[src/rtl/ide_tgt_pkg.sv]
package ide_tgt_pkg;

    typedef enum logic [1:0] {
        ST_IDLE = 2'd0,
        ST_WAIT = 2'd1,
        ST_LOW  = 2'd2,
        ST_HOLD = 2'd3
    } rsp_state_e;

    typedef struct packed {
        rsp_state_e state;
        logic       wr;
        logic       wide;
    } rsp_reg_t;

endpackage

[src/rtl/ide_port_decode.sv]
module ide_port_decode #(
    parameter int              ADDR_W   = 16,
    parameter logic [ADDR_W-1:0] PRI_PORT = 16'h01F0,
    parameter logic [ADDR_W-1:0] SEC_PORT = 16'h0170
) (
    input  logic              strobe_n,
    input  logic              mem_io,
    input  logic [ADDR_W-1:0] addr,
    output logic              hit
);
    logic port_match;

    always_comb begin
        port_match = (addr == PRI_PORT) || (addr == SEC_PORT);
        hit        = !strobe_n && !mem_io && port_match;
    end
endmodule

[src/rtl/ide_wait_timer.sv]
module ide_wait_timer #(
    parameter int MIN_WAIT = 2,
    localparam int CW      = (MIN_WAIT < 2) ? 1 : $clog2(MIN_WAIT + 1)
) (
    input  logic clk,
    input  logic rst,
    input  logic load,
    input  logic run,
    input  logic stall,
    output logic expire
);
    localparam logic [CW-1:0] LOAD_VAL = CW'(MIN_WAIT);
    localparam logic [CW-1:0] ONE      = CW'(1);

    logic [CW-1:0] cnt_d, cnt_q;

    always_comb begin
        cnt_d  = cnt_q;
        expire = run && !stall && (cnt_q == ONE);
        if (load) begin
            cnt_d = LOAD_VAL;
        end else if (run && !stall && (cnt_q > ONE)) begin
            cnt_d = cnt_q - ONE;
        end
    end

    always_ff @(posedge clk) begin
        if (rst) cnt_q <= LOAD_VAL;
        else     cnt_q <= cnt_d;
    end

    // a stalled wait keeps its remaining count
    assert_stall_hold_R6: assert property (@(posedge clk) disable iff (rst)
        (run && stall && !load) |=> (cnt_q == $past(cnt_q)));
endmodule

[src/rtl/ide_lbus_target.sv]
module ide_lbus_target #(
    parameter int ADDR_W   = 16,
    parameter int MIN_WAIT = 2,
    parameter logic [ADDR_W-1:0] PRI_PORT = 16'h01F0,
    parameter logic [ADDR_W-1:0] SEC_PORT = 16'h0170
) (
    input  logic              clk,
    input  logic              rst,
    input  logic              mode_enh,
    input  logic              ads_n,
    input  logic              mem_io,
    input  logic              wr,
    input  logic              be2_n,
    input  logic [ADDR_W-1:0] addr,
    input  logic              iordy_hdc,
    output logic              ldev_n,
    output logic              rdy_n,
    output logic              rdy_oe,
    output logic              cyc_vld,
    output logic              cyc_wr,
    output logic              cyc_wide
);
    import ide_tgt_pkg::*;

    logic     port_hit;
    logic     claim;
    logic     in_wait;
    logic     drv_stall;
    logic     wait_done;
    rsp_reg_t r_d, r_q;

    ide_port_decode #(
        .ADDR_W  (ADDR_W),
        .PRI_PORT(PRI_PORT),
        .SEC_PORT(SEC_PORT)
    ) u_decode (
        .strobe_n(ads_n),
        .mem_io  (mem_io),
        .addr    (addr),
        .hit     (port_hit)
    );

    ide_wait_timer #(
        .MIN_WAIT(MIN_WAIT)
    ) u_timer (
        .clk   (clk),
        .rst   (rst),
        .load  (claim),
        .run   (in_wait),
        .stall (drv_stall),
        .expire(wait_done)
    );

    always_comb begin
        r_d       = r_q;
        claim     = (r_q.state == ST_IDLE) && port_hit;
        in_wait   = (r_q.state == ST_WAIT);
        drv_stall = mode_enh && !iordy_hdc;
        unique case (r_q.state)
            ST_IDLE: begin
                if (claim) begin
                    r_d.state = ST_WAIT;
                    r_d.wr    = wr;
                    r_d.wide  = !be2_n;
                end
            end
            ST_WAIT: if (wait_done) r_d.state = ST_LOW;
            ST_LOW:  r_d.state = ST_HOLD;
            ST_HOLD: r_d.state = ST_IDLE;
            default: r_d.state = ST_IDLE;
        endcase
    end

    always_ff @(posedge clk) begin
        if (rst) r_q <= '{state: ST_IDLE, wr: 1'b0, wide: 1'b0};
        else     r_q <= r_d;
    end

    always_comb begin
        rdy_oe   = (r_q.state != ST_IDLE);
        rdy_n    = (r_q.state != ST_LOW);
        ldev_n   = !((r_q.state == ST_WAIT) || (r_q.state == ST_LOW));
        cyc_vld  = (r_q.state == ST_LOW);
        cyc_wr   = r_q.wr;
        cyc_wide = r_q.wide;
    end

    // the ready line is driven whenever the cycle is claimed
    assert_claim_drives_R3: assert property (@(posedge clk) disable iff (rst)
        !ldev_n |-> rdy_oe);

    // ready low lasts one clock and is followed by a driven high
    assert_low_one_clk_R4: assert property (@(posedge clk) disable iff (rst)
        (rdy_oe && !rdy_n) |=> (rdy_oe && rdy_n));

    // the driven-high hold cycle is followed by release
    assert_release_R5: assert property (@(posedge clk) disable iff (rst)
        (rdy_oe && rdy_n && ldev_n) |=> !rdy_oe);

    // cycle-valid only with ready low
    assert_vld_with_low_R8: assert property (@(posedge clk) disable iff (rst)
        cyc_vld |-> (rdy_oe && !rdy_n));

    // no claim restarts while the ready sequence is running
    assert_busy_no_reclaim_R9: assert property (@(posedge clk) disable iff (rst)
        (rdy_oe && ldev_n) |=> ldev_n);

    // reset releases the ready line
    assert_reset_idle_R10: assert property (@(posedge clk)
        rst |=> (!rdy_oe && ldev_n && !cyc_vld));
endmodule

[config.mk]
export PLATFORM = sky130hd
export DESIGN_NAME = ide_lbus_target
export DESIGN_NICKNAME = d
export VERILOG_FILES = /design/src/rtl/ide_tgt_pkg.sv /design/src/rtl/ide_port_decode.sv /design/src/rtl/ide_wait_timer.sv /design/src/rtl/ide_lbus_target.sv
export SDC_FILE = /design/constraint.sdc
export NUM_CORES = 1
export LEC_CHECK = 0
export BUFFER_PORTS_ARGS = -buffer_cell sky130_fd_sc_hd__buf_4
export CORE_AREA = 2 2 39 41
export CTS_BUF_LIST = sky130_fd_sc_hd__clkbuf_8
export DETAILED_ROUTE_END_ITERATION = 8
export DIE_AREA = 0 0 41 43
export GPL_TIMING_DRIVEN = 0
export PLACE_DENSITY = 0.74
export SYNTH_ARGS = -nofsm -noshare
export SYNTH_HDL_FRONTEND = slang
export SYNTH_HIERARCHICAL = 1
export SYNTH_SLANG_ARGS = --single-unit
[constraint.sdc]
create_clock -name clk -period 1.7 [get_ports clk]
set_clock_uncertainty 0.1 [all_clocks]
set_input_delay 0.085 -clock clk [delete_from_list [all_inputs] [get_ports clk]]
set_output_delay 0.085 -clock clk [all_outputs]
set_load 0.05 [all_outputs]
==> run summary, run 1 <==
cell count after placement -> 92
worst hold path cell count -> 3
max capacitance violation total -> 0
HPWL after detailed placement -> 819 um
CP Data Arrival Time -> 1.57 ns
worst reg2reg path depth -> 6
Lkg Pwr -> 0.354 nW
Fillers -> 131
global routing usage summed across all routing layers -> 13.7%
number of library cell types mapped by synthesis -> 25
CTS-repair resized insts -> 0
I/O pin count -> 30
switching share of power -> 18.0%
kind of path behind the tightest hold check -> in -> reg
post-layout minimum cycle time -> 1.50 ns
fraction of final layout cells sized beyond drive strength 1 -> 45.7%
worst supply voltage drop on vdd -> 211 uV
combinational power share -> 12.5%
final-report setup violation count -> 0
total nets after synthesis -> 77
Worst Hold Endpoint -> cyc_wr
detailed-route wire length per cell -> 10.1 um
via-per-instance ratio -> 4.68
clock tree from TritonCTS -> yes
commonest non-fill, non-tap cell in the layout -> buf_4
area of the core region -> 1380 um^2
worst-margin pin slew -> 0.269 ns
CP max FO -> 6
DR DRC count -> 0
worst setup margin -> 0.202 ns
count of nets left with antenna violations after detail routing -> 0
flop-to-flop setup slack -> 0.20 ns
Final #Nets -> 112
Vias -> 454
Die Width -> 41 um
grt total ovfl -> 0
mean cell area of the mapped netlist -> 8.86 um^2
result of the run -> finished clean
design internal power -> 332 uW
total number of placement rows -> 14
initial core utilization -> 30.7%
setup repair after global routing missed its margin -> false
sequential cell fraction of total power -> 35.0%
Clock Path Buffers -> 2
accumulated negative setup slack -> 0 ns
share of the clock period used by the worst path -> 88.1%
iteration count of the initial detailed-routing pass -> 1
start of the worst register-to-register path -> r_q[2]
Diodes inserted -> 0
net load switching power -> 72.7 uW
clock latency at the later pin of the worst-skew pair -> 0.22 ns
startpoint types -> flop
number of synthesized register bits -> 6
initial antenna violation count -> 0
number of global-route vias before repair -> 452
sum of routed wire length over all layers -> 978 um
number of instances in the synthesized netlist -> 48
Achievable Freq -> 667 MHz
Port Buffers -> 28
total CTS buffers -> 3
RD Place Congestion -> 0.731
kind of critical path -> reg -> reg
sequential share of the synthesized area -> 28.2%
worst slack after detailed placement -> 0.0727 ns
final number of hold-violating endpoints -> 0
post-synth design cell area -> 425 um^2
first-pass GRT wire length -> 1610 um
pin count of the biggest net entering global routing -> 7
WP data required -> 1.77 ns
yosys warns -> 6
number of pins with negative max-slew slack in the final report -> 0
filler-free cell count of the finished design -> 97
DIE HEIGHT -> 43 um
ratio of total power to cell area -> 564 nW/um^2
top library cells by usage in the layout, fill and taps aside -> buf_4, inv_1, dfxtp_1
cell chosen for the clock root -> clkbuf_8
number of sinks driven by the clock tree -> 6
kind of capture point of the worst setup path -> flop
Die Footprint -> 1760 um^2
number of design-rule violations left by the first detailed-router iteration -> 0
clock-pin slew of the registers on the worst-case setup and hold paths -> 0.04 ns
r2r endpoint -> u_timer/cnt_q[0]
slew margin rel. -> 81.8%
sequential cell area -> 120 um^2
area of the multi-input gates -> 264 um^2
Clk pwr share -> 52.4%
start point of the worst min-delay path -> wr
number of levels in the clock H-tree -> 1
area added between synthesis and finish -> 68.5%
[power groups by stage]
stage                     registers, mW  logic (mW)  clock network (mW)
final                             0.142      0.0507               0.212
after detailed placement          0.144      0.0475                   0
after CTS                         0.142      0.0513               0.220
after global routing              0.142      0.0555               0.228
after floorplan                   0.144     0.00664                   0
after global placement            0.144      0.0465                   0
[per-layer routing]
layer | up-vias | wire length (um) | global-route usage, %
met3 | 0 | 101 | 1.57
met4 | 0 | 0 | 12.0
met5 | - | 0 | 0
met2 | 27 | 482 | 20.3
met1 | 198 | 394 | 16.1
li1 | 229 | - | -
[cells by family (layout without fill, tap and decap cells)]
kind of cell / Yosys count / after routing / share of synthesized area [%]
fa+ha+maj: 5 / 5 / 14.7
buf+inv: 9 / 42 / 9.71
mux: 3 / 3 / 8.23
simple gates: 21 / 21 / 31.5
compound gates: 4 / 4 / 7.64
flops: 6 / 6 / 28.2
[through the flow]
step | power, mW | instance area, um^2 | utilization [%] | hold slack [ns]
2_1_floorplan | 0.150 | 425 | - | 0.0496
3_3_place_gp | 0.190 | 656 | 47.4 | 0.165
3_5_place_dp | 0.191 | 656 | 47.4 | 0.176
4_1_cts | 0.413 | 717 | 51.8 | 0.0278
5_1_grt | 0.425 | 717 | 51.8 | 0.0442
6_report | 0.404 | 717 | 51.8 | 0.0157
[area by class of cell]
class | count | share of cell area (%)
Timing Repair Buffer | 30 | 32.1
Inverter | 8 | 4.19
Clock buffer | 3 | 5.76
Sequential cell | 6 | 16.8
Multi-Input combinational cell | 33 | 36.8
Tap cell | 16 | 2.79
Buffer | 1 | 1.57
[synth_stat cells]
master    number  share of area, %
mux2_4         1               3.5
o211a_1        1               2.4
dfxtp_1        6                28
o21ai_0        1               1.2
nor3_2         1               2.4
nor3b_1        1               1.8
or3_1          2               2.9
nor4b_1        1               2.1
ha_1           5                15
nand4_1        1               1.5
nand3_1        1               1.2
a211oi_2       1               2.9
nand2_1        2               1.8
mux2i_1        2               4.7
nor3_1         1               1.2
and3b_2        1               2.4
buf_6          1               2.6
nor4_1         2               2.9
a21oi_1        1               1.2
nor2b_1        2               2.9
nor2_1         3               2.6
and4bb_1       1               2.9
inv_1          8               7.1
and2_1         1               1.5
nor2_2         1               1.5
[worst max path at each step]
| stage | start | to | slack, ns | cells past startpoint |
|---|---|---|---|---|
| global route | r_q[3] | r_q[2] | 0.09 | 6 |
| finish | r_q[2] | u_timer/cnt_q[0] | 0.20 | 6 |
| global placement | addr[11] | u_timer/cnt_q[0] | 0.08 | 8 |
| CTS | r_q[3] | r_q[2] | 0.19 | 6 |
| floorplan | r_q[2] | r_q[2] | 0.17 | 4 |
| detailed placement | addr[11] | u_timer/cnt_q[0] | 0.07 | 8 |
[critical path: stages, from the launching register on]
cell and delay, ns:
dfxtp_1 0.35, inv_1 0.09, ha_1 0.24, and2_1 0.17, buf_6 0.13, nor3b_1 0.20
mux2_4 0.17
[state kept, by name (all words and copies together) (netlist names)]
name / flops
cyc_wide: 1
cyc_wr: 1
r_q: 2
u_timer/cnt_q: 2
[what timing repair did]
action                                 4_1_cts  5_1_grt
hold buffers                                 2        0
setup buffers                                0        0
endpoints found under the hold margin        2        0
(Power assumes the default switching activity.)
==> run 2: changes to the inputs <==
- BUFFER_PORTS_ARGS: -buffer_cell sky130_fd_sc_hd__buf_4 -> -buffer_cell sky130_fd_sc_hd__buf_2
- PLACE_DENSITY: 0.74 -> 0.68
- SKIP_CTS_REPAIR_TIMING: not set -> 1
==> run 2 against run 1 <==
The run now ends with hold timing left. Non-clock buffer count shrank 1. Sequential share of layout area grew 2.1 points. Worst setup slack lost 0.018 ns. Critical path depth stayed put. Utilization decreased by 5.8 points. Cell area is 11% lower. Sequential cell count is the same. Wire length shrank 10%. Combinational power shrank 31%. Sequential power is essentially flat. Clock power grew 3%.
==> run summary, run 2 (same netlist as run 1, synthesis figures left out) <==
switching share of power -> 19.9% (+1.9 points)
combinational power share -> 8.8% (-3.7 points)
post-route standard cell area excluding fillers -> 637 um^2 (-11%)
number of design-rule violations left by the first detailed-router iteration -> 4 (+4)
commonest non-fill, non-tap cell in the layout -> buf_2
final number of hold-violating endpoints -> 2 (+2)
grt total ovfl -> 0 (unchanged)
cell chosen for the clock root -> clkbuf_8
sequential cell area -> 120 um^2 (unchanged)
Achievable Freq -> 659 MHz (-1.2%)
Buffers & Inverters on Critical Path -> 1 (-1)
kind of path behind the tightest hold check -> in -> reg
kind of capture point of the worst setup path -> flop
DR DRC count -> 0 (unchanged)
largest registers ranked by flip-flop count -> r_q x2, u_timer/cnt_q x2
number of pins with negative max-slew slack in the final report -> 0 (unchanged)
Clk pwr share -> 55.4% (+3.0 points)
accumulated negative setup slack -> 0 ns (unchanged)
first-pass GRT wire length -> 1100 um (-31%)
area added between synthesis and finish -> 49.7%
via-per-instance ratio -> 4.49 (-4.1%)
area of the multi-input gates -> 264 um^2 (unchanged)
Clock Path Buffers -> 2 (unchanged)
RD Place Congestion -> 0.709 (-3.0%)
total placed instance area -> 586 um^2 (-11%)
setup repair after global routing missed its margin -> false
detailed-route wire length per cell -> 9.13 um (-9.5%)
longest individual stage delay on the worst path -> 0.38 ns (+0.03 ns)
worst supply voltage drop on vdd -> 181 uV (-14%)
Die Width -> 41 um (unchanged)
net load switching power -> 78.6 uW (+8.1%)
worst reg2reg path depth -> 6 (unchanged)
Final #Nets -> 111 (-0.89%)
share of the clock period used by the worst path -> 89.2% (+1.1 points)
I/O pin count -> 30 (unchanged)
filler-free cell count of the finished design -> 96 (-1.0%)
Port Buffers -> 28 (unchanged)
number of sinks driven by the clock tree -> 6 (unchanged)
cell count after placement -> 92 (unchanged)
count of nets left with antenna violations after detail routing -> 0 (unchanged)
pin count of the biggest net entering global routing -> 7 (unchanged)
clock-pin slew of the registers on the worst-case setup and hold paths -> 0.04 ns (about the same)
total number of placement rows -> 14 (unchanged)
clock tree from TritonCTS -> yes
area of the core region -> 1380 um^2 (unchanged)
CP max FO -> 4 (-2)
initial antenna violation count -> 0 (unchanged)
cell depth of the worst setup path -> 6 (unchanged)
worst-path cell chain -> inv_1 > ha_1 > and3b_2 > nor2b_1 > a21oi_1 > o211a_1
slew margin rel. -> 82.9% (+1.1 points)
iteration count of the initial detailed-routing pass -> 4 (+3)
number of global-route vias before repair -> 320 (-29%)
post-layout minimum cycle time -> 1.52 ns (+0.0184 ns)
result of the run -> finished, violations left
max capacitance violation total -> 0 (unchanged)
top library cells by usage in the layout, fill and taps aside -> buf_2, inv_1, dfxtp_1
total CTS buffers -> 3 (unchanged)
WP data required -> 1.72 ns (-0.05 ns)
fraction of final layout cells sized beyond drive strength 1 -> 46.3% (+0.57 points)
sequential cell fraction of total power -> 35.8% (+0.8 points)
Min Hold Slack -> -0.00295 ns (-0.0187 ns)
ratio of total power to cell area -> 621 nW/um^2 (+10%)
Diodes inserted -> 0 (unchanged)
clock latency at the later pin of the worst-skew pair -> 0.22 ns (about the same)
Lkg Pwr -> 0.327 nW (-7.5%)
Largest delay share family, worst path -> flip-flops
startpoint types -> flop
kind of critical path -> reg -> reg
global routing usage summed across all routing layers -> 9.53% (-4.1 points)
Die Footprint -> 1760 um^2 (unchanged)
Fillers -> 136 (+3.8%)
sum of routed wire length over all layers -> 876 um (-10%)
final core area utilization -> 46.0% (-5.8 points)
worst hold path cell count -> 3 (unchanged)
Vias -> 431 (-5.1%)
violated checks -> hold timing
HPWL after detailed placement -> 713 um (-13%)
cell with the largest stage delay on the worst path -> dfxtp_1
worst-margin pin slew -> 0.258 ns (-0.0104 ns)
CP Data Arrival Time -> 1.53 ns (-0.04 ns)
DIE HEIGHT -> 43 um (unchanged)
number of levels in the clock H-tree -> 1 (unchanged)
design internal power -> 317 uW (-4.5%)
final-report setup violation count -> 0 (unchanged)
initial core utilization -> 30.7% (unchanged)
run 2: cell count changes in the layout (fill, tap and decap cells not counted), sizes merged:
cell         before  now
dlygate4sd3       2    1
run 2: through the flow:
step / hold WS (ns) / total power [mW] / setup WS [ns]
6_report: -0.00295 / 0.395 / 0.183
5_1_grt: 0.00352 / 0.408 / 0.0956
4_1_cts: -0.0598 / 0.401 / 0.187
3_5_place_dp: 0.176 / 0.177 / 0.0922
3_3_place_gp: 0.170 / 0.176 / 0.101
2_1_floorplan: 0.0496 / 0.150 / 0.168
run 2: worst register-to-register path: cells and delay by family, from the launching register on:
family | cells | cell delay (ns)
compound gates | 2 | 0.30
fa+ha+maj | 1 | 0.21
buf+inv | 1 | 0.08
flops | 1 | 0.38
simple gates | 2 | 0.34
run 2: metal layers:
layer  global-route usage [%]  up-vias  share of wire, %
met5                        0        -                 0
met2                     13.4       25                42
met4                     10.0        0                 0
met3                     1.57        0                11
li1                         -      228                 -
met1                     10.9      178                47
run 2: worst paths after layout:
kind | startpoint | endpoint | slack, ns
setup reg to reg | r_q[3] | r_q[2] | 0.18
hold reg to reg | cyc_wr | cyc_wr | 0.38
setup / recovery | r_q[3] | r_q[2] | 0.18
hold / removal | wr | cyc_wr | -0.003
run 2: cell type report:
| type | instances | area share [%] |
|---|---|---|
| multi-input combinational | 33 | 41.5 |
| clock buffer | 3 | 6.48 |
| sequential | 6 | 18.9 |
| inverter | 8 | 4.72 |
| tap | 16 | 3.14 |
| buffer | 1 | 1.77 |
| timing repair buffer | 29 | 23.6 |
run 2: power groups by stage:
stage          clock network (mW)  registers (mW)  logic (mW)
5_1_grt                     0.229           0.141      0.0380
3_5_place_dp                    0           0.144      0.0331
3_3_place_gp                    0           0.144      0.0325
2_1_floorplan                   0           0.144     0.00664
6_report                    0.219           0.142      0.0348
4_1_cts                     0.226           0.142      0.0332
